--- src/rtl/bcd_pkg.sv ---
package bcd_pkg;
    localparam int DIGIT_W = 4;
    localparam logic [DIGIT_W-1:0] TOP_CODE = DIGIT_W'(9);

    typedef logic [DIGIT_W-1:0] digit_t;

    typedef enum logic [1:0] {
        OP_HOLD  = 2'd0,
        OP_COUNT = 2'd1,
        OP_LOAD  = 2'd2,
        OP_CLEAR = 2'd3
    } op_t;

    typedef struct packed {
        digit_t cnt;
    } ctr_state_t;

    // Next code when advancing; unused codes fold back into 0..9.
    function automatic digit_t advance(input digit_t c);
        digit_t r;
        if (c == TOP_CODE)
            r = '0;
        else if (c < TOP_CODE)
            r = c + digit_t'(1);
        else if (!c[0])
            r = c + digit_t'(1);
        else
            r = digit_t'(5'd17 - {1'b0, c});
        return r;
    endfunction
endpackage

--- src/rtl/bcd_ctrl.sv ---
module bcd_ctrl
    import bcd_pkg::*;
(
    input  logic clear_n,
    input  logic load_n,
    input  logic cnt_en,
    input  logic chain_en,
    output op_t  op
);
    always_comb begin
        if (!clear_n)
            op = OP_CLEAR;
        else if (!load_n)
            op = OP_LOAD;
        else if (cnt_en && chain_en)
            op = OP_COUNT;
        else
            op = OP_HOLD;
    end
endmodule

--- src/rtl/bcd_next.sv ---
module bcd_next
    import bcd_pkg::*;
(
    input  op_t    op,
    input  digit_t cur,
    input  digit_t preset,
    output digit_t nxt
);
    always_comb begin
        unique case (op)
            OP_CLEAR: nxt = '0;
            OP_LOAD:  nxt = preset;
            OP_COUNT: nxt = advance(cur);
            default:  nxt = cur;
        endcase
    end
endmodule

--- src/rtl/bcd_carry.sv ---
module bcd_carry
    import bcd_pkg::*;
(
    input  digit_t cur,
    input  logic   chain_en,
    output logic   carry
);
    logic at_top;
    assign at_top = (cur == TOP_CODE);
    assign carry  = at_top & chain_en;
endmodule

--- src/rtl/bcd_decade_counter.sv ---
module bcd_decade_counter
    import bcd_pkg::*;
(
    input  logic                clk,
    input  logic                clear_n,
    input  logic                load_n,
    input  logic                cnt_en,
    input  logic                chain_en,
    input  logic [DIGIT_W-1:0]  din,
    output logic [DIGIT_W-1:0]  q,
    output logic                rco
);
    op_t        op_w;
    digit_t     nxt_w;
    ctr_state_t st_d, st_q;

    bcd_ctrl u_ctrl (
        .clear_n (clear_n),
        .load_n  (load_n),
        .cnt_en  (cnt_en),
        .chain_en(chain_en),
        .op      (op_w)
    );

    bcd_next u_next (
        .op    (op_w),
        .cur   (st_q.cnt),
        .preset(din),
        .nxt   (nxt_w)
    );

    bcd_carry u_carry (
        .cur     (st_q.cnt),
        .chain_en(chain_en),
        .carry   (rco)
    );

    always_comb begin
        st_d     = st_q;
        st_d.cnt = nxt_w;
    end

    always_ff @(posedge clk) begin
        st_q <= st_d;
    end

    assign q = st_q.cnt;

    // Port-level view of the mode, for the checks below.
    logic adv_now;
    assign adv_now = clear_n && load_n && cnt_en && chain_en;

    p_clear_r1: assert property (@(posedge clk)
        !clear_n |=> (q == '0));

    p_load_r2: assert property (@(posedge clk)
        (clear_n && !load_n) |=> (q == $past(din)));

    p_count_r3: assert property (@(posedge clk) disable iff ($isunknown(q))
        (adv_now && q <= TOP_CODE) |=>
            (q == (($past(q) == TOP_CODE) ? '0 : $past(q) + digit_t'(1))));

    p_hold_r4: assert property (@(posedge clk) disable iff ($isunknown(q))
        (clear_n && load_n && !(cnt_en && chain_en)) |=> $stable(q));

    p_rco_r5: assert property (@(posedge clk) disable iff ($isunknown(q))
        rco == (chain_en && q == TOP_CODE));

    p_recover_r6: assert property (@(posedge clk) disable iff ($isunknown(q))
        (adv_now && q > TOP_CODE) ##1 adv_now |=> (q <= TOP_CODE));
endmodule

--- config.mk ---
export PLATFORM = sky130hd
export DESIGN_NAME = bcd_decade_counter
export DESIGN_NICKNAME = d
export VERILOG_FILES = /design/src/rtl/bcd_pkg.sv /design/src/rtl/bcd_ctrl.sv /design/src/rtl/bcd_next.sv /design/src/rtl/bcd_carry.sv /design/src/rtl/bcd_decade_counter.sv
export SDC_FILE = /design/constraint.sdc
export NUM_CORES = 1
export LEC_CHECK = 0
export CAP_MARGIN = 10
export CORE_AREA = 5 5 42 44
export CTS_BUF_LIST = sky130_fd_sc_hd__clkbuf_4 sky130_fd_sc_hd__clkbuf_8 sky130_fd_sc_hd__clkbuf_16
export DETAILED_ROUTE_END_ITERATION = 10
export DIE_AREA = 0 0 47 49
export SETUP_SLACK_MARGIN = 0.2
export SLEW_MARGIN = 20
export SYNTH_ARGS = -nofsm -noshare
export SYNTH_HDL_FRONTEND = slang
export SYNTH_HIERARCHICAL = 1
export SYNTH_SLANG_ARGS = --single-unit
--- constraint.sdc ---
create_clock -name clk -period 1.6 [get_ports clk]
set_input_delay 0.32 -clock clk [delete_from_list [all_inputs] [get_ports clk]]
set_output_delay 0.32 -clock clk [all_outputs]
set_load 0.03 [all_outputs]
**Word level (Yosys, flattened, before mapping)**

Index checks and enable logic that the tools add are counted.

- Flip-flop bits (word level): 4
- Bits in writable memories: 0
- Bits in read-only memories: 0
- Input bits: 9
- Memories: 0
- Output and inout bits: 5
- Word-level logic and storage cells: 18
- Latch bits: 0

- Multiplexer cells: 7
- Shift operators: 0
- Reductions and logical operators: 2
- Multipliers: 0
- Equality and inequality tests: 4
- Divide/modulo/power cells: 0
- Bitwise operators: 1
- Magnitude comparators: 1
- $add $sub $neg: 2

Operators with widths:

| kind | count |
|---|---|
| $mux 4 | 3 |
| $pmux 4 s3 | 1 |
| $add 4x1->4 const B | 1 |
| $eq 2x2->1 const B | 2 |
| $eq 4x4->1 const B | 1 |
| $lt 4x4->1 const B | 1 |
| $mux 2 | 2 |
| $sub 1x4->4 const A | 1 |
| $reduce_bool 3->1 | 1 |
| $eq 2x1->1 const B | 1 |
| $and 1x1->1 | 1 |
| $logic_and 1x1->1 | 1 |
| $mux 1 | 1 |

**Longest topological paths before layout**

Gate-level depths: netlist of run 1.

- Depth in word-level cells: 6
- Gate-level depth with buffers: 5
- Gate-level depth less buffers: 5

**By module**

Netlist of run 1, hierarchy kept.

Modules (own cells, without submodules):

| module | cells an instance | area an instance (µm²) | instances |
|---|---|---|---|
| bcd_next | 32 | 257.7 | 1 |
| bcd_decade_counter | 4 | 80.1 | 1 |
| bcd_carry | 2 | 12.5 | 1 |
| bcd_ctrl | 3 | 12.5 | 1 |

**Worst setup path before layout of run 1**

Ideal clock, no wire load.

- Kind: flip-flop to flip-flop
- Start point: reg st_q (netlist bit q[1])
- End point: reg st_q (netlist bit q[1])
- Path buffers: 0
- Setup time: 0.092 ns
- Data arrival time: 1.528 ns
- Slack: -0.021 ns
- Period minus slack after synthesis: 1.621 ns
- Stages on the path, launching flop included: 5
- Cells stage by stage: dfxtp_1 inv_1 ha_1 a311o_1 o32ai_1

- Word-level cells in the longest chain between the ends: 5
- Elaborated cells between the ends (all ways): 8
- Classes of those cells: add/sub (2); order compare (1); eq/ne (1); mux (4)

Ends and longest elaborated chain:

| element | line | text |
|---|---|---|
| start, declared | bcd_decade_counter.sv:15 | `ctr_state_t st_d, st_q;` |
| start signal, assigned | bcd_decade_counter.sv:44 | `st_q <= st_d;` |
| $add 4x1->4 or $sub 1x4->4 (tied branches) | bcd_pkg.sv:24, bcd_pkg.sv:26, bcd_pkg.sv:28 |  |
| $mux 4 | bcd_pkg.sv:25 | `else if (!c[0])` |
| $mux 4 | bcd_pkg.sv:23 | `else if (c < TOP_CODE)` |
| $mux 4 (*) | bcd_pkg.sv:21 | `if (c == TOP_CODE)` |
| $pmux 4 s3 (*) | bcd_next.sv:10 | `unique case (op)` |
| named net nxt_w[1] | bcd_decade_counter.sv:14 | `digit_t nxt_w;` |

Mark *: on every way through the listed nets, which the timed path passes. The rest lies on a longest branch.
A chain may end at the register's enable or synchronous reset.

**Worst setup path after layout of run 1**

- Start point: reg st_q (netlist bit q[0])
- End point: reg st_q (netlist bit q[3])

The elaborated chain is that of the path after synthesis.

==> key figures, run 1 <==
Setup path
  • Crit path cell chain: inv_1, ha_1, and2b_1, nor3_1, o32ai_1
  • Crit path kind: reg -> reg
  • CP arrival: 1560 ps
  • Slowest stage cell, crit path: dfxtp_4
  • Buf/Inv on CP: 1
  • CP Launch Type: flip-flop
  • CP Capture Type: flip-flop
  • Delay of the slowest cell on the worst path: 410 ps
  • Critical Path RT: 1720 ps
  • Reg-to-reg startpoint: q[0]
  • Largest fanout on the critical path: 11
  • Top delay family on crit path: simple AND/OR/NAND/NOR gates
  • Setup crit start: q[0]

Floorplanning
  • Top Ports: 14
  • Starting Density: 25.9%
  • Core area: 1400 um2
  • Die width: 47 um
  • Die Area: 2300 um2
  • Die height: 49 um
  • Row count: 14

Route
  • Starting DRT DRC Count: 8
  • Average wire per cell in the routed design: 14.0 um
  • Vias per std cell: 4.95
  • Final antenna-violating net count: 0
  • DRC viols: 0
  • Via Count: 426
  • Drt first pass iters: 4
  • Routed WL: 1.20 mm

Power
  • Power Dens Cells: 736 nW/um2
  • Lkg Pwr: 0.000339 uW
  • Final total power: 494 uW
  • VDD IR max: 306 uV

Run status
  • Status: completed

Final layout
  • Antenna diode count: 0
  • Most flops, register: q
  • Area taken by flip-flops and latches: 88.8 um2
  • Multi-input logic area: 294 um2
  • Nets: 86
  • Max reg flops: 4
  • Utilization after layout: 47.9%
  • Layout cells sized above 1: 38.6%
  • Non-Filler Instances: 86
  • Biggest regs: q: 4 flops
  • Area Growth Syn to Fin: 84.8%
  • Fillers: 142

STA
  • Fmax: 696 MHz
  • Hold Fails Final Rpt: 0
  • Worst hold margin: 534 ps
  • Relative slew margins: 78.9%
  • Layout Skew: 14.3 ps
  • RSZ-0062 raised after global routing: yes
  • Slew @ Worst Pin: 317 ps
  • Period utilisation layout: 89.7%
  • Slew Viols, Final: 0
  • Final number of setup-violating endpoints: 0
  • Shortest period the worst path allows: 1440 ps
  • Worst Setup Slack, final: 164 ps

Place
  • Placer Congestion: 0.719
  • # port buffers: 13
  • # placed instances: 74
  • Post-detail-place hpwl: 723 um
  • Pre-CTS setup slack: -119 ps

CTS
  • CTS max path bufs: 2
  • Clock slew seen by the registers of the worst setup and hold paths: 50 ps
  • Clock buffer count from CTS: 3
  • Root Buffer Master: clkbuf_4
  • Worst skew pair latency: 260 ps
  • Post-CTS Hold Fix Bufs: 0
  • H-tree depth: 1
  • Clock sinks: 4
  • Clock tree from TritonCTS: yes

Yosys
  • Total number of yosys warnings: 6
  • EDFF count, synth: 0
  • Most frequent cell after synthesis: ha_1
  • Leading area contributor after synthesis: dfxtp_1
  • Main synth FF type: dfxtp_1
  • Synth area leaders: dfxtp_1 22%, ha_1 21%, mux2i_1 11%, o32ai_1 7.2%, buf_6 3.1%
  • Netlist cell types: 22
  • Area fraction of the dominant cell type after synthesis: 22.1%
  • Synth top cells by count: 6 x ha_1, 4 x dfxtp_1, 4 x mux2i_1
  • Mean area per synthesized cell: 8.85 um2
  • Flops & latches, synth: 4
  • Sequential cell area fraction in the yosys report: 22.1%
  • Syn Inst Count: 41
  • Synthesized Nets: 56
  • Synth async-reset ratio: 0%
  • Post-Syn Area: 363 um2

Worst hold path
  • Min-delay src: q[0]
  • Worst Hold Class: reg -> reg

Global routing
  • Tot GR Track Use: 10.6%
  • Initial antenna violation count: 0
  • First-pass GRT wire length: 1.71 mm
  • Overflow after GRT: 0
  • Vias in the first global route: 392
  • Largest net degree at the start of global routing: 12

Run
  • MaxCap Viol Count: 0
## where the power goes
group | total (uW) | switching [uW] | internal (uW)
combinational | 197 | 100 | 97.3
sequential | 126 | 14.1 | 112
clock | 171 | 59.0 | 112
## through the flow
| step | instance area (um2) | TNS, ps |
|---|---|---|
| floorplan | 370 | 0 |
| global placement | 544 | -313 |
| detailed placement | 544 | -316 |
| CTS | 637 | 0 |
| global route | 671 | 0 |
| finish | 671 | 0 |
## worst reg2reg max path: cells and delay by family, from the launching register on
kind	cells	cell delay, ps
buffers and inverters	1	80
AOI/OAI and AO/OA	1	130
adders and majority gates	1	200
and+or+nand+nor	2	480
DFF	1	410
## final cells by class
type | count | share of cell area (%)
inverter | 4 | 2.24
sequential | 4 | 13.2
timing repair buffer | 26 | 33.2
clock buffer | 4 | 4.48
multi-input combinational | 32 | 43.8
tap | 16 | 2.99
## cells by family (layout without fill, tap and decap cells)
family,Yosys count,after routing,synth area share [%]
mux,4,4,11.0
simple gates,12,12,18.3
xor+xnor,1,1,2.41
fa+ha+maj,6,6,20.7
flops,4,4,22.1
buf+inv,5,34,7.24
compound gates,9,9,18.3
## final timing paths
path              endpoint  cells past startpoint  slack (ps)
hold reg to reg       q[0]                      1         530
setup / recovery      q[3]                      5         160
setup reg to reg      q[3]                      5         160
hold / removal        q[0]                      1         530
## per-layer routing
metal  track usage, %  share of wire [%]
met1             11.6                 41
met3             4.43                7.0
met4             6.91                2.7
met5                0                  0
met2             16.1                 49
## layout by cell type (no fill, tap or decap), types with 2 or more instances in the layout
cell | synthesis | final
clkbuf_4 | 0 | 4
buf_4 | 0 | 12
clkdlybuf4s50_1 | 0 | 4
mux2i_1 | 4 | 4
inv_1 | 3 | 3
ha_1 | 6 | 6
nand2_1 | 3 | 3
dfxtp_4 | 0 | 2
o32ai_2 | 0 | 2
buf_6 | 1 | 2
dlygate4sd2_1 | 0 | 8
nand3_1 | 2 | 2
## what timing repair did
action                                  4_1_cts  5_1_grt
pin swaps                                     6        2
resized for setup                            13        4
setup buffers                                 6        2
endpoints found under the setup margin        8        5
Power figures use the tool's default switching activity.
==> inputs of run 2 (changes only) <==
==> constraint.sdc (replaced) <==
create_clock -name clk -period 1.7 [get_ports clk]
set_input_delay 0.34 -clock clk [delete_from_list [all_inputs] [get_ports clk]]
set_output_delay 0.34 -clock clk [all_outputs]
set_load 0.03 [all_outputs]
==> run 2 against run 1 <==
Net effect: clock skew fell by 11 ps; first-iteration DRC count down 13%; cell count is 10% lower; maximum frequency is 2.0% lower; count of clock-buffer cells in the layout shrank 1; routed wire length is 9.1% lower; sequential share of layout area rose by 1.2 points; clock power shrank 30%; sequential power down 5%.
==> key figures, run 2 (same netlist as run 1, synthesis figures left out) <==
Floorplanning
  • Starting Density: 25.9% (unchanged)
  • Core area: 1400 um2 (unchanged)
  • Die height: 49 um (unchanged)
  • Top Ports: 14 (unchanged)
  • Die Area: 2300 um2 (unchanged)
  • Die width: 47 um (unchanged)
  • Row count: 14 (unchanged)

CTS
  • Clock slew seen by the registers of the worst setup and hold paths: 40 ps (was 50 ps)
  • Clock sinks: 4 (unchanged)
  • Post-CTS Hold Fix Bufs: 0 (unchanged)
  • Root Buffer Master: clkbuf_4 (unchanged)
  • Worst skew pair latency: 230 ps (was 260 ps)
  • Clock buffer count from CTS: 3 (unchanged)
  • CTS max path bufs: 2 (unchanged)
  • Clock tree from TritonCTS: yes (unchanged)
  • H-tree depth: 1 (unchanged)
  • Setup bufs post-CTS: 0 (was 6)

Final layout
  • Most common cell after layout, fill and taps aside: ha_1 (was buf_4)
  • Max reg flops: 4 (unchanged)
  • Biggest regs: q: 4 flops (unchanged)
  • Most flops, register: q (unchanged)
  • Non-Filler Instances: 77 (was 86)
  • Antenna diode count: 0 (unchanged)
  • Layout cells sized above 1: 29.5% (was 38.6%)
  • Commonest non-fill, non-tap cells in the layout: 6 x ha_1, 5 x dlygate4sd2_1, 5 x clkdlybuf4s50_1, 5 x buf_4, 4 x mux2i_1 (was 12 x buf_4, 8 x dlygate4sd2_1, 6 x ha_1)
  • Nets: 78 (was 86)
  • Utilization after layout: 43.2% (was 47.9%)
  • Area Growth Syn to Fin: 66.9% (was 84.8%)

Power
  • Lkg Pwr: 0.000307 uW (was 0.000339 uW)
  • Int Pwr: 256 uW (was 321 uW)
  • VDD IR max: 249 uV (was 306 uV)
  • Clock power share: 30.0% (was 34.6%)
  • Sw frac: 35.3% (was 35.1%)
  • Sw power: 140 uW (was 173 uW)
  • Combinational fraction of design power: 39.8% (was 40.0%)
  • Sequential share of power: 30.3% (was 25.5%)
  • Power Dens Cells: 653 nW/um2 (was 736 nW/um2)

Setup path
  • R2R Setup Slk: 230 ps (was 160 ps)
  • Critical Path RT: 1840 ps (was 1720 ps)
  • CP arrival: 1610 ps (was 1560 ps)
  • Slowest stage cell, crit path: a311o_1 (was dfxtp_4)
  • CP Capture Type: flip-flop (unchanged)
  • CP Launch Type: flip-flop (unchanged)
  • Delay of the slowest cell on the worst path: 430 ps (was 410 ps)
  • Crit path cell chain: inv_1, ha_1, a311o_1, o32ai_2 (was inv_1, ha_1, and2b_1, nor3_1, o32ai_1)
  • Crit path kind: reg -> reg (unchanged)
  • Largest fanout on the critical path: 7 (was 11)

STA
  • Fmax: 682 MHz (was 696 MHz)
  • RSZ-0062 raised after global routing: no (was yes)
  • Slew @ Worst Pin: 297 ps (was 317 ps)
  • Worst hold margin: 542 ps (was 534 ps)
  • Period utilisation layout: 86.2% (was 89.7%)
  • Slew Viols, Final: 0 (unchanged)
  • Relative slew margins: 80.0% (was 78.9%)
  • TNS Setup: 0 ps (unchanged)
  • Final number of setup-violating endpoints: 0 (unchanged)
  • Hold Fails Final Rpt: 0 (unchanged)
  • Layout Skew: 3.17 ps (was 14.3 ps)
  • Shortest period the worst path allows: 1470 ps (was 1440 ps)

Route
  • DRC viols: 0 (unchanged)
  • Starting DRT DRC Count: 7 (was 8)
  • Drt first pass iters: 2 (was 4)
  • Routed WL: 1.09 mm (was 1.20 mm)
  • Final antenna-violating net count: 0 (unchanged)
  • Via Count: 382 (was 426)
  • Vias per std cell: 4.96 (was 4.95)
  • Average wire per cell in the routed design: 14.2 um (was 14.0 um)

Global routing
  • First-pass GRT wire length: 1.52 mm (was 1.71 mm)
  • Largest net degree at the start of global routing: 12 (unchanged)
  • Initial antenna violation count: 0 (unchanged)
  • Tot GR Track Use: 9.28% (was 10.6%)
  • Vias in the first global route: 367 (was 392)
  • Overflow after GRT: 0 (unchanged)

Place
  • Post-detail-place hpwl: 743 um (was 723 um)
  • Placer Congestion: 0.802 (was 0.719)
  • # port buffers: 13 (unchanged)
  • # placed instances: 74 (unchanged)

Run
  • MaxCap Viol Count: 0 (unchanged)

Worst hold path
  • Worst Hold Class: reg -> reg (unchanged)

Run status
  • Status: completed (unchanged)
run 2: worst paths after layout:
path / depth (start not counted) / from / to
worst max-delay path: 4 / q[1] / q[3]
worst min-delay path: 1 / q[0] / q[0]
worst max register to register: 4 / q[1] / q[3]
worst min register to register: 1 / q[0] / q[0]
run 2: repair_timing:
item,4_1_cts,5_1_grt
pin swaps,1,6
resized for setup,8,7
endpoints found under the setup margin,7,5
endpoints found under the hold margin,0,0
run 2: final cells by class:
class | instances | area [um2]
Clock buffer | 3 | 22.5
Fill cell | 147 | 796
Inverter | 4 | 15.0
Multi-Input combinational cell | 32 | 293
Sequential cell | 4 | 87.6
Tap cell | 16 | 20.0
Timing Repair Buffer | 18 | 168
run 2: power groups by stage:
| stage | logic (uW) | registers [uW] | clock network (uW) |
|---|---|---|---|
| finish | 157 | 120 | 119 |
| global route | 172 | 123 | 132 |
| CTS | 150 | 121 | 121 |
| detailed placement | 149 | 123 | 0 |
| global placement | 148 | 123 | 0 |
| floorplan | 61.6 | 143 | 0 |
run 2: per-stage QoR:
stage / total power (uW) / area (um2) / setup WS, ps
2_1_floorplan: 205 / 368 / 228
3_5_place_dp: 272 / 542 / -74.6
5_1_grt: 427 / 606 / 132
3_3_place_gp: 271 / 542 / -49.1
4_1_cts: 392 / 577 / 188
6_report: 396 / 606 / 235
run 2: routing by layer:
layer	up-vias	GRT usage, %	share of wire (%)
met2	11	14.0	51
met5	-	0	0
met3	0	2.58	8.0
met1	175	10.3	41
met4	0	7.37	0
li1	196	-	-
run 2: worst max-delay path, delay by kind of cell, from the launching register on:
kind | cells | cell delay (ps)
compound gates | 2 | 720
fa+ha+maj | 1 | 180
buf+inv | 1 | 80
flops | 1 | 380
